`config.mk`:
```
export PLATFORM = sky130hd
export DESIGN_NAME = ioperm_gate
export DESIGN_NICKNAME = d
export VERILOG_FILES = /design/src/rtl/ioperm_pkg.sv /design/src/rtl/ioperm_classify.sv /design/src/rtl/ioperm_window.sv /design/src/rtl/ioperm_gate.sv
export SDC_FILE = /design/constraint.sdc
export NUM_CORES = 1
export LEC_CHECK = 0
export BUFFER_PORTS_ARGS = -buffer_cell sky130_fd_sc_hd__buf_2
export CORE_ASPECT_RATIO = 1.1
export CORE_MARGIN = 10
export CORE_UTILIZATION = 40
export DETAILED_ROUTE_END_ITERATION = 8
export PLACE_DENSITY = 0.61
export SETUP_SLACK_MARGIN = 0.4
export SLEW_MARGIN = 0
export SYNTH_ARGS = -nofsm -noshare
export SYNTH_HDL_FRONTEND = slang
export SYNTH_SLANG_ARGS = --single-unit
export TNS_END_PERCENT = 50
```
`constraint.sdc`:
```
create_clock -name clk -period 4.1 [get_ports clk]
set_input_delay 0.41 -clock clk [delete_from_list [all_inputs] [get_ports clk]]
set_output_delay 0.41 -clock clk [all_outputs]
set_load 0.03 [all_outputs]
```
`src/rtl/ioperm_pkg.sv`:
```
package ioperm_pkg;

    localparam int PORT_W = 16;
    localparam int OFS_W  = 16;
    localparam int WORD_W = 16;

    typedef enum logic [1:0] {
        SZ_BYTE  = 2'd0,
        SZ_WORD  = 2'd1,
        SZ_DWORD = 2'd2,
        SZ_BAD   = 2'd3
    } size_e;

    typedef enum logic [1:0] {
        V_GRANT,
        V_FAULT,
        V_LOOKUP
    } verdict_e;

    typedef enum logic [1:0] {
        ST_IDLE,
        ST_READ,
        ST_WAIT
    } state_e;

    typedef struct packed {
        logic [OFS_W-1:0] off;
        logic [2:0]       bitpos;
        size_e            size;
        logic             ok_lo;
        logic             ok_hi;
    } lookup_t;

    function automatic logic [2:0] size_bytes(size_e s);
        case (s)
            SZ_BYTE:  return 3'd1;
            SZ_WORD:  return 3'd2;
            SZ_DWORD: return 3'd4;
            default:  return 3'd0;
        endcase
    endfunction

    function automatic logic [3:0] size_mask(size_e s);
        case (s)
            SZ_BYTE:  return 4'b0001;
            SZ_WORD:  return 4'b0011;
            SZ_DWORD: return 4'b1111;
            default:  return 4'b1111;
        endcase
    endfunction

endpackage

```
`src/rtl/ioperm_classify.sv`:
```
module ioperm_classify
    import ioperm_pkg::*;
#(
    parameter logic [OFS_W-1:0] MAX_BASE = 16'hDFFF
) (
    input  logic [PORT_W-1:0] port,
    input  size_e             size,
    input  logic [1:0]        cpl,
    input  logic [1:0]        iopl,
    input  logic              prot,
    input  logic              v86,
    input  logic [OFS_W-1:0]  base,
    input  logic [OFS_W-1:0]  limit,
    output verdict_e          verdict,
    output lookup_t           lk
);
    localparam int EXT_W = (PORT_W > OFS_W ? PORT_W : OFS_W) + 1;
    localparam logic [EXT_W-1:0] PORT_MAX = EXT_W'({PORT_W{1'b1}});

    logic [EXT_W-1:0] last_port;
    logic [EXT_W-1:0] off_lo;
    logic [EXT_W-1:0] off_hi;
    logic [EXT_W-1:0] lim_x;
    logic             need_map;

    always_comb begin
        last_port = EXT_W'(port) + EXT_W'(size_bytes(size)) - EXT_W'(1);
        off_lo    = EXT_W'(base) + EXT_W'(port >> 3);
        off_hi    = off_lo + EXT_W'(1);
        lim_x     = EXT_W'(limit);
        need_map  = v86 || (cpl > iopl);

        lk.off    = off_lo[OFS_W-1:0];
        lk.bitpos = port[2:0];
        lk.size   = size;
        lk.ok_lo  = (off_lo <= lim_x);
        lk.ok_hi  = (off_hi <= lim_x);

        if (!prot)
            verdict = V_GRANT;
        else if (size == SZ_BAD || last_port > PORT_MAX)
            verdict = V_FAULT;
        else if (!need_map)
            verdict = V_GRANT;
        else if (base > MAX_BASE || base >= limit)
            verdict = V_FAULT;
        else
            verdict = V_LOOKUP;
    end
endmodule

```
`src/rtl/ioperm_window.sv`:
```
module ioperm_window
    import ioperm_pkg::*;
(
    input  logic [WORD_W-1:0] raw,
    input  logic              ok_lo,
    input  logic              ok_hi,
    input  logic [2:0]        bitpos,
    input  size_e             size,
    output logic              deny
);
    logic [WORD_W-1:0] win;
    logic [3:0]        need;

    always_comb begin
        win[7:0]  = ok_lo ? raw[7:0]  : 8'hFF;
        win[15:8] = ok_hi ? raw[15:8] : 8'hFF;
        need      = size_mask(size);
        deny      = 1'b0;
        for (int i = 0; i < 4; i++) begin
            deny = deny | (need[i] & win[4'({1'b0, bitpos}) + 4'(i)]);
        end
    end
endmodule

```
`src/rtl/ioperm_gate.sv`:
```
module ioperm_gate
    import ioperm_pkg::*;
#(
    parameter logic [OFS_W-1:0] MAX_BASE = 16'hDFFF
) (
    input  logic              clk,
    input  logic              rst,
    input  logic              req_valid,
    output logic              req_ready,
    input  logic [PORT_W-1:0] req_port,
    input  logic [1:0]        req_size,
    input  logic [1:0]        req_cpl,
    input  logic [1:0]        req_iopl,
    input  logic              req_prot,
    input  logic              req_v86,
    input  logic [OFS_W-1:0]  map_base,
    input  logic [OFS_W-1:0]  seg_limit,
    output logic              mem_rd_en,
    output logic [OFS_W-1:0]  mem_rd_addr,
    input  logic [WORD_W-1:0] mem_rd_data,
    output logic              grant,
    output logic              fault
);
    state_e   state;
    lookup_t  pend;
    verdict_e verdict;
    lookup_t  lk_new;
    logic     deny;
    logic     grant_q;
    logic     fault_q;
    logic     accept;

    ioperm_classify #(.MAX_BASE(MAX_BASE)) u_classify (
        .port    (req_port),
        .size    (size_e'(req_size)),
        .cpl     (req_cpl),
        .iopl    (req_iopl),
        .prot    (req_prot),
        .v86     (req_v86),
        .base    (map_base),
        .limit   (seg_limit),
        .verdict (verdict),
        .lk      (lk_new)
    );

    ioperm_window u_window (
        .raw    (mem_rd_data),
        .ok_lo  (pend.ok_lo),
        .ok_hi  (pend.ok_hi),
        .bitpos (pend.bitpos),
        .size   (pend.size),
        .deny   (deny)
    );

    assign req_ready   = (state == ST_IDLE);
    assign accept      = req_valid && req_ready;
    assign mem_rd_en   = (state == ST_READ);
    assign mem_rd_addr = pend.off;
    assign grant       = grant_q;
    assign fault       = fault_q;

    always_ff @(posedge clk) begin
        if (rst) begin
            state   <= ST_IDLE;
            pend    <= '0;
            grant_q <= 1'b0;
            fault_q <= 1'b0;
        end else begin
            grant_q <= 1'b0;
            fault_q <= 1'b0;
            case (state)
                ST_IDLE: begin
                    if (accept) begin
                        case (verdict)
                            V_GRANT:  grant_q <= 1'b1;
                            V_LOOKUP: begin
                                pend  <= lk_new;
                                state <= ST_READ;
                            end
                            default:  fault_q <= 1'b1;
                        endcase
                    end
                end
                ST_READ: state <= ST_WAIT;
                ST_WAIT: begin
                    grant_q <= !deny;
                    fault_q <= deny;
                    state   <= ST_IDLE;
                end
                default: state <= ST_IDLE;
            endcase
        end
    end
endmodule

```
Yosys cells after proc, flatten, opt, wreduce, memory -nomap -nowiden
Index checks and enable logic that the tools add are counted.

cells by class
  $add $sub $neg = 7
  multiply operators = 0
  divide/modulo/power cells = 0
  order comparisons = 10
  eq/ne operators = 9
  shift-type cells = 0
  multiplexer cells = 25
  bitwise gates (word level) = 7
  reductions and logical operators = 12

operators by type and width
  kind                                                             count
  less-or-equal comparator 17 x 16 -> 1 bit                        2
  adder 16 x 13 -> 17 bit                                          1
  adder 16 x 3 -> 17 bit                                           1
  adder 17 x 1 -> 17 bit, second input constant                    1
  greater-than comparator 17 x 16 -> 1 bit, second input constant  1
  subtractor 17 x 1 -> 17 bit, second input constant               1
  >= comparator 16 bit                                             1
  greater-than comparator 16 bit, second input constant            1
  two-way mux 8 bit                                                2
  < comparator 4 x 5 -> 1 bit, second input constant               3
  binary-select mux 1 bit (select 4 bit)                           3
  two-way mux 2 bit                                                6
  case mux 3 bit (3 select lines)                                  1
  adder 3 x 2 -> 4 bit, second input constant                      2
  equality test 2 bit, second input constant                       4
  logical NOT 2 bit                                                4
  two-way mux 1 bit                                                8
  case mux 4 bit (2 select lines)                                  1
  equality test 2 x 1 -> 1 bit, second input constant              3
  < comparator 3 x 5 -> 1 bit, second input constant               1
  adder 3 x 1 -> 4 bit, second input constant                      1
  AND 1 bit                                                        4
  != test 2 x 1 -> 1 bit, second input constant                    2
  case mux 1 bit (2 select lines)                                  2
  other kinds (10)                                                 14

storage, ports and cells
  bits in registers = 27
  latch bits = 0
  memory bits (writable) = 0
  memory bits (read-only) = 0
  input bits = 75
  memories = 0

Longest topological paths before layout
  word-level depth = 13
  gate-level depth with buffers = 20
  depth with buffers taken out = 20

Cells and area by module
A second synthesis with hierarchy kept.

second synthesis, totals
  cells, all modules = 530
  area total of the unflattened synthesis = 4652.0 sq um

modules (own cells, without submodules)
  module           times used  cells each  area an instance (sq um)  sequential area each (sq um)
  ioperm_classify  1           333         2698.8                    0.0
  ioperm_gate      1           133         1327.5                    540.5
  ioperm_window    1           64          625.6                     0.0

Worst setup path before layout
Ideal clock, no wire load.

  path kind = input -> register
  from = input port req_port[3]
  to = register pend[0] in the netlist's numbering
  arrival = 3848 ps
  data required time = 4008 ps
  path slack = 160 ps
  cell stages on the path = 20
  path buffers = 0
  cell sequence = ha_1 -> inv_1 -> fa_1 -> nor2b_1 -> o21a_1 -> or3_1 -> and2_0 -> and4_1 -> nand3_1 -> nor2_1 -> xor2_1 -> ha_1 -> a211oi_1 -> nor2_1 -> o21ai_0 -> a21oi_1 -> a211oi_1 -> a31oi_1 -> or4b_1 -> o32ai_1

RTL lines
  item                  line               source
  start, declared       ioperm_gate.sv:10  input logic [PORT_W-1:0] req_port,
  end signal, assigned  ioperm_gate.sv:77  pend <= lk_new;
  end, declared         ioperm_gate.sv:25  lookup_t pend;

==> impl_metrics.xml <==
<?xml version="1.0" encoding="UTF-8"?>
<metrics>
  <group name="floorplan">
    <metric name="floorplan.io_pins" unit="">95</metric>
    <metric name="floorplan.core_area" unit="µm²">10860</metric>
    <metric name="placementRows" unit="">40</metric>
    <metric name="floorplan.die_area" unit="µm²">15640</metric>
    <metric name="starting_density" unit="%">40.63</metric>
    <metric name="fp.dieW" unit="µm">120.1</metric>
    <metric name="die_height" unit="µm">130.2</metric>
  </group>
  <group name="yosys">
    <metric name="post-synth-top-area-fraction" unit="%">24.38</metric>
    <metric name="ys_warn_count" unit="">0</metric>
    <metric name="synth_area_leaders" unit="">sky130_fd_sc_hd__ha_1 24%, sky130_fd_sc_hd__dfxtp_1 12%, sky130_fd_sc_hd__mux2i_1 8.4%</metric>
    <metric name="async_reset_ff_share" unit="%">0</metric>
    <metric name="synth.cell_area" unit="µm²">4413</metric>
    <metric name="synth_enable_flop_cells" unit="">0</metric>
    <metric name="yosysSeqAreaShare" unit="%">12.25</metric>
    <metric name="synth_cells" unit="">544</metric>
    <metric name="ys_types" unit="">62</metric>
    <metric name="synth_most_common_cell" unit="">sky130_fd_sc_hd__ha_1</metric>
    <metric name="synth_top_cells_by_count" unit="">86 x sky130_fd_sc_hd__ha_1, 56 x sky130_fd_sc_hd__inv_1, 44 x sky130_fd_sc_hd__nor2_1</metric>
    <metric name="synth-main-ff-cell" unit="">sky130_fd_sc_hd__dfxtp_1</metric>
    <metric name="library_cell_occupying_the_most_area_in_the_post_synthesis_netlist" unit="">sky130_fd_sc_hd__ha_1</metric>
    <metric name="syn_avg_cell_area" unit="µm²">8.112</metric>
    <metric name="ys_seq_elements" unit="">27</metric>
    <metric name="synth_fp_nets" unit="">706</metric>
  </group>
  <group name="setup_path">
    <metric name="critical_path_arrival" unit="ps">3870</metric>
    <metric name="cell_chain_of_the_critical_path" unit="">buf_8 &gt; ha_4 &gt; inv_2 &gt; fa_2 &gt; nor2b_4 &gt; o31ai_4 &gt; a2111o_1 &gt; o311ai_4 &gt; and3_4 &gt; nand2_4 &gt; nor2_4 &gt; xor2_1 &gt; ha_1 &gt; o21ai_1 &gt; nor2_1 &gt; o21ai_1 &gt; a21oi_1 &gt; a211oi_1 &gt; a31oi_1 &gt; or4b_1 &gt; o32ai_2</metric>
    <metric name="timing.setup.critical_path_class" unit="">input port to flip-flop</metric>
    <metric name="worst-path-max-fanout" unit="">5</metric>
    <metric name="crit_required" unit="ps">4280</metric>
    <metric name="endpoint_kind" unit="">flip-flop</metric>
    <metric name="critPathBufInv" unit="">2</metric>
    <metric name="cp-start-kind" unit="">input port</metric>
    <metric name="timing.critical_path.max_delay_family" unit="">compound AO/OA/AOI/OAI gates</metric>
    <metric name="timing.critical_path.slowest_stage_cell" unit="">sky130_fd_sc_hd__or4b_1</metric>
    <metric name="critical_path.max_stage_delay" unit="ps">510</metric>
    <metric name="crit_top_cell" unit="">sky130_fd_sc_hd__o21ai_1</metric>
  </group>
  <group name="sta">
    <metric name="finalSetupViolations" unit="">0</metric>
    <metric name="final.setup_skew" unit="ps">3.402</metric>
    <metric name="fmax" unit="GHz">0.2706</metric>
    <metric name="grt_setup_unrepaired" unit="">yes</metric>
    <metric name="tightest_slew" unit="ps">519.2</metric>
    <metric name="hold_ws" unit="ps">399.4</metric>
    <metric name="final_report_max_slew_violation_count" unit="">0</metric>
    <metric name="period_share" unit="%">90.13</metric>
    <metric name="slew-limit-headroom" unit="%">65.02</metric>
    <metric name="final_period_minus_worst_setup_slack" unit="ps">3695</metric>
    <metric name="final_layout_setup_total_negative_slack" unit="ps">0</metric>
    <metric name="report.final.hold_viol_count" unit="">0</metric>
  </group>
  <group name="drt">
    <metric name="first_pass_iteration_count_of_the_detailed_router" unit="">4</metric>
    <metric name="vias" unit="">4115</metric>
    <metric name="routed_wl" unit="µm">12220</metric>
    <metric name="detail_route.wl_per_cell" unit="µm">15.62</metric>
    <metric name="drt_iter0_drc" unit="">226</metric>
    <metric name="antenna_violating_nets_post_route" unit="">0</metric>
    <metric name="drcViolationCount" unit="">0</metric>
    <metric name="routed_via_density" unit="">5.262</metric>
  </group>
  <group name="power_and_ir_drop">
    <metric name="max-vdd-ir-drop" unit="V">0.0001353</metric>
    <metric name="cellLeakagePower" unit="nW">2.538</metric>
    <metric name="power_density" unit="nW/µm²">222.6</metric>
  </group>
  <group name="min_path">
    <metric name="hold_path.class" unit="">input port to flip-flop</metric>
  </group>
  <group name="cts">
    <metric name="clock_sink_count" unit="">27</metric>
    <metric name="cts.clk_slew.worst_paths" unit="ps">70</metric>
    <metric name="tritoncts_clock_tree" unit="">built</metric>
    <metric name="cts_made_buffers" unit="">3</metric>
    <metric name="clk-insertion-delay-late" unit="ps">260</metric>
    <metric name="ctsLongestPathBuffers" unit="">2</metric>
    <metric name="htree_levels" unit="">1</metric>
    <metric name="cts_hold_buf" unit="">0</metric>
    <metric name="clock-root-buffer" unit="">sky130_fd_sc_hd__clkbuf_16</metric>
  </group>
  <group name="global_routing">
    <metric name="grt_start_max_net_pins" unit="">29</metric>
    <metric name="gr-usage-all-layers" unit="%">15.20</metric>
    <metric name="initial_antenna_violation_count" unit="">0</metric>
    <metric name="gr-total-overflow" unit="">0</metric>
    <metric name="grt_pass1_wl" unit="µm">19930</metric>
    <metric name="grt_pass1_vias" unit="">4260</metric>
  </group>
  <group name="layout">
    <metric name="drive_above_1_share" unit="%">25.98</metric>
    <metric name="final.fill_count" unit="">1096</metric>
    <metric name="final_cell_area" unit="µm²">5274</metric>
    <metric name="flow.area_growth_from_synthesis" unit="%">19.51</metric>
    <metric name="antenna_cells_inserted" unit="">0</metric>
    <metric name="layout.nets" unit="">798</metric>
  </group>
  <group name="placed_design">
    <metric name="dp_hpwl" unit="µm">10500</metric>
    <metric name="placedInstanceArea" unit="µm²">5077</metric>
    <metric name="port_buffers" unit="">94</metric>
    <metric name="routabilityCongestion" unit="">0.8981</metric>
  </group>
  <group name="flow_run">
    <metric name="drv.max_cap_violation_count" unit="">0</metric>
  </group>
  <group name="outcome">
    <metric name="outcome" unit="">finished, final reports clean</metric>
  </group>
</metrics>
-- worst reg2reg max path: stages (launching register included) --
cell	delay [ps]
sky130_fd_sc_hd__dfxtp_1	310
sky130_fd_sc_hd__buf_4	280
sky130_fd_sc_hd__ha_1	220
sky130_fd_sc_hd__xor2_1	320
sky130_fd_sc_hd__mux4_2	290
sky130_fd_sc_hd__mux2i_1	90
sky130_fd_sc_hd__o21ba_2	210
sky130_fd_sc_hd__a31oi_1	280
sky130_fd_sc_hd__nor2_1	90
sky130_fd_sc_hd__a221o_1	340
-- final timing paths --
| kind | startpoint | to | slack, ps | depth (start not counted) |
|---|---|---|---|---|
| worst min register to register | pend[3]$_SDFFE_PP0P_ | pend[3]$_SDFFE_PP0P_ | 490 | 2 |
| worst min-delay path | req_port[0] | pend[4]$_SDFFE_PP0P_ | 400 | 3 |
| worst max-delay path | map_base[0] | pend[0]$_SDFFE_PP0P_ | 400 | 21 |
| worst max register to register | pend[4]$_SDFFE_PP0P_ | grant$_SDFF_PP0_ | 1560 | 9 |
-- report_power, final --
| group | leakage, nW | internal, mW | switching, mW |
|---|---|---|---|
| clock network | 0.0382 | 0.133 | 0.0880 |
| registers | 0.218 | 0.270 | 0.00556 |
| logic | 2.28 | 0.312 | 0.365 |
-- area by class of cell --
cell class	instances	area, µm²	share of cell area (%)
clock buffer	4	78.83	1.495
inverter	56	210.2	3.986
multi-input combinational	432	3601	68.28
sequential	27	540.5	10.25
tap	147	183.9	3.488
timing repair buffer	116	659.4	12.50
-- per-layer routing --
metal  global-route usage (%)  wire length [µm]  up-vias
met3                    2.334               646        8
met1                    18.07              5527     1884
met2                    27.75              5911      101
met4                    4.119               132        0
met5                        0                 0        -
li1                         -                 -     2122
-- registers in the layout (all words and copies together), names as in the netlist --
| name | flops |
|---|---|
| grant | 1 |
| fault | 1 |
| pend | 7 |
| mem_rd_addr | 16 |
| state | 2 |
-- layout by cell type, fill, tap and decap left out, drive strengths merged, types with 5 or more instances in the layout --
cell	synthesis	final
a211oi	6	6
a21o	18	18
a21oi	25	25
and3	5	5
buf	23	116
dfxtp	27	27
ha	86	86
inv	56	56
mux2i	38	38
mux4	5	5
nand2	42	42
nand2b	7	7
nand3	10	10
nand4	10	10
nor2	44	44
nor2b	8	8
nor3	6	6
o211ai	6	6
o21a	6	6
o21ai	26	26
or3	5	5
xnor2	14	14
xor2	10	10
-- timing repair --
action | in CTS | in global routing
gates resized for setup | 1 | 22
buffers inserted | 3 | 2
endpoints found under the setup margin | 1 | 2
pin swaps | 5 | 17
-- through the flow --
stage	instances	utilization (%)	setup slack (ps)	total power, mW
4_1_cts	780	47.73	414.7	1.160
2_1_floorplan	544	-	380.3	0.7303
3_3_place_gp	773	46.75	149.4	0.9111
6_report	782	48.56	404.6	1.174
3_5_place_dp	773	46.75	32.76	0.9253
5_1_grt	782	48.56	170.7	1.274
-- cells by family (layout without fill, tap and decap cells) --
group	after synthesis	in the layout	synth area share (%)
simple gates	157	157	17.49
compound gates	117	117	19.28
fa+ha+maj	87	87	24.84
buf+inv	85	176	8.903
mux	47	47	12.48
flops	27	27	12.25
xor+xnor	24	24	4.763
Note: power is estimated with default switching activity, not from simulation.
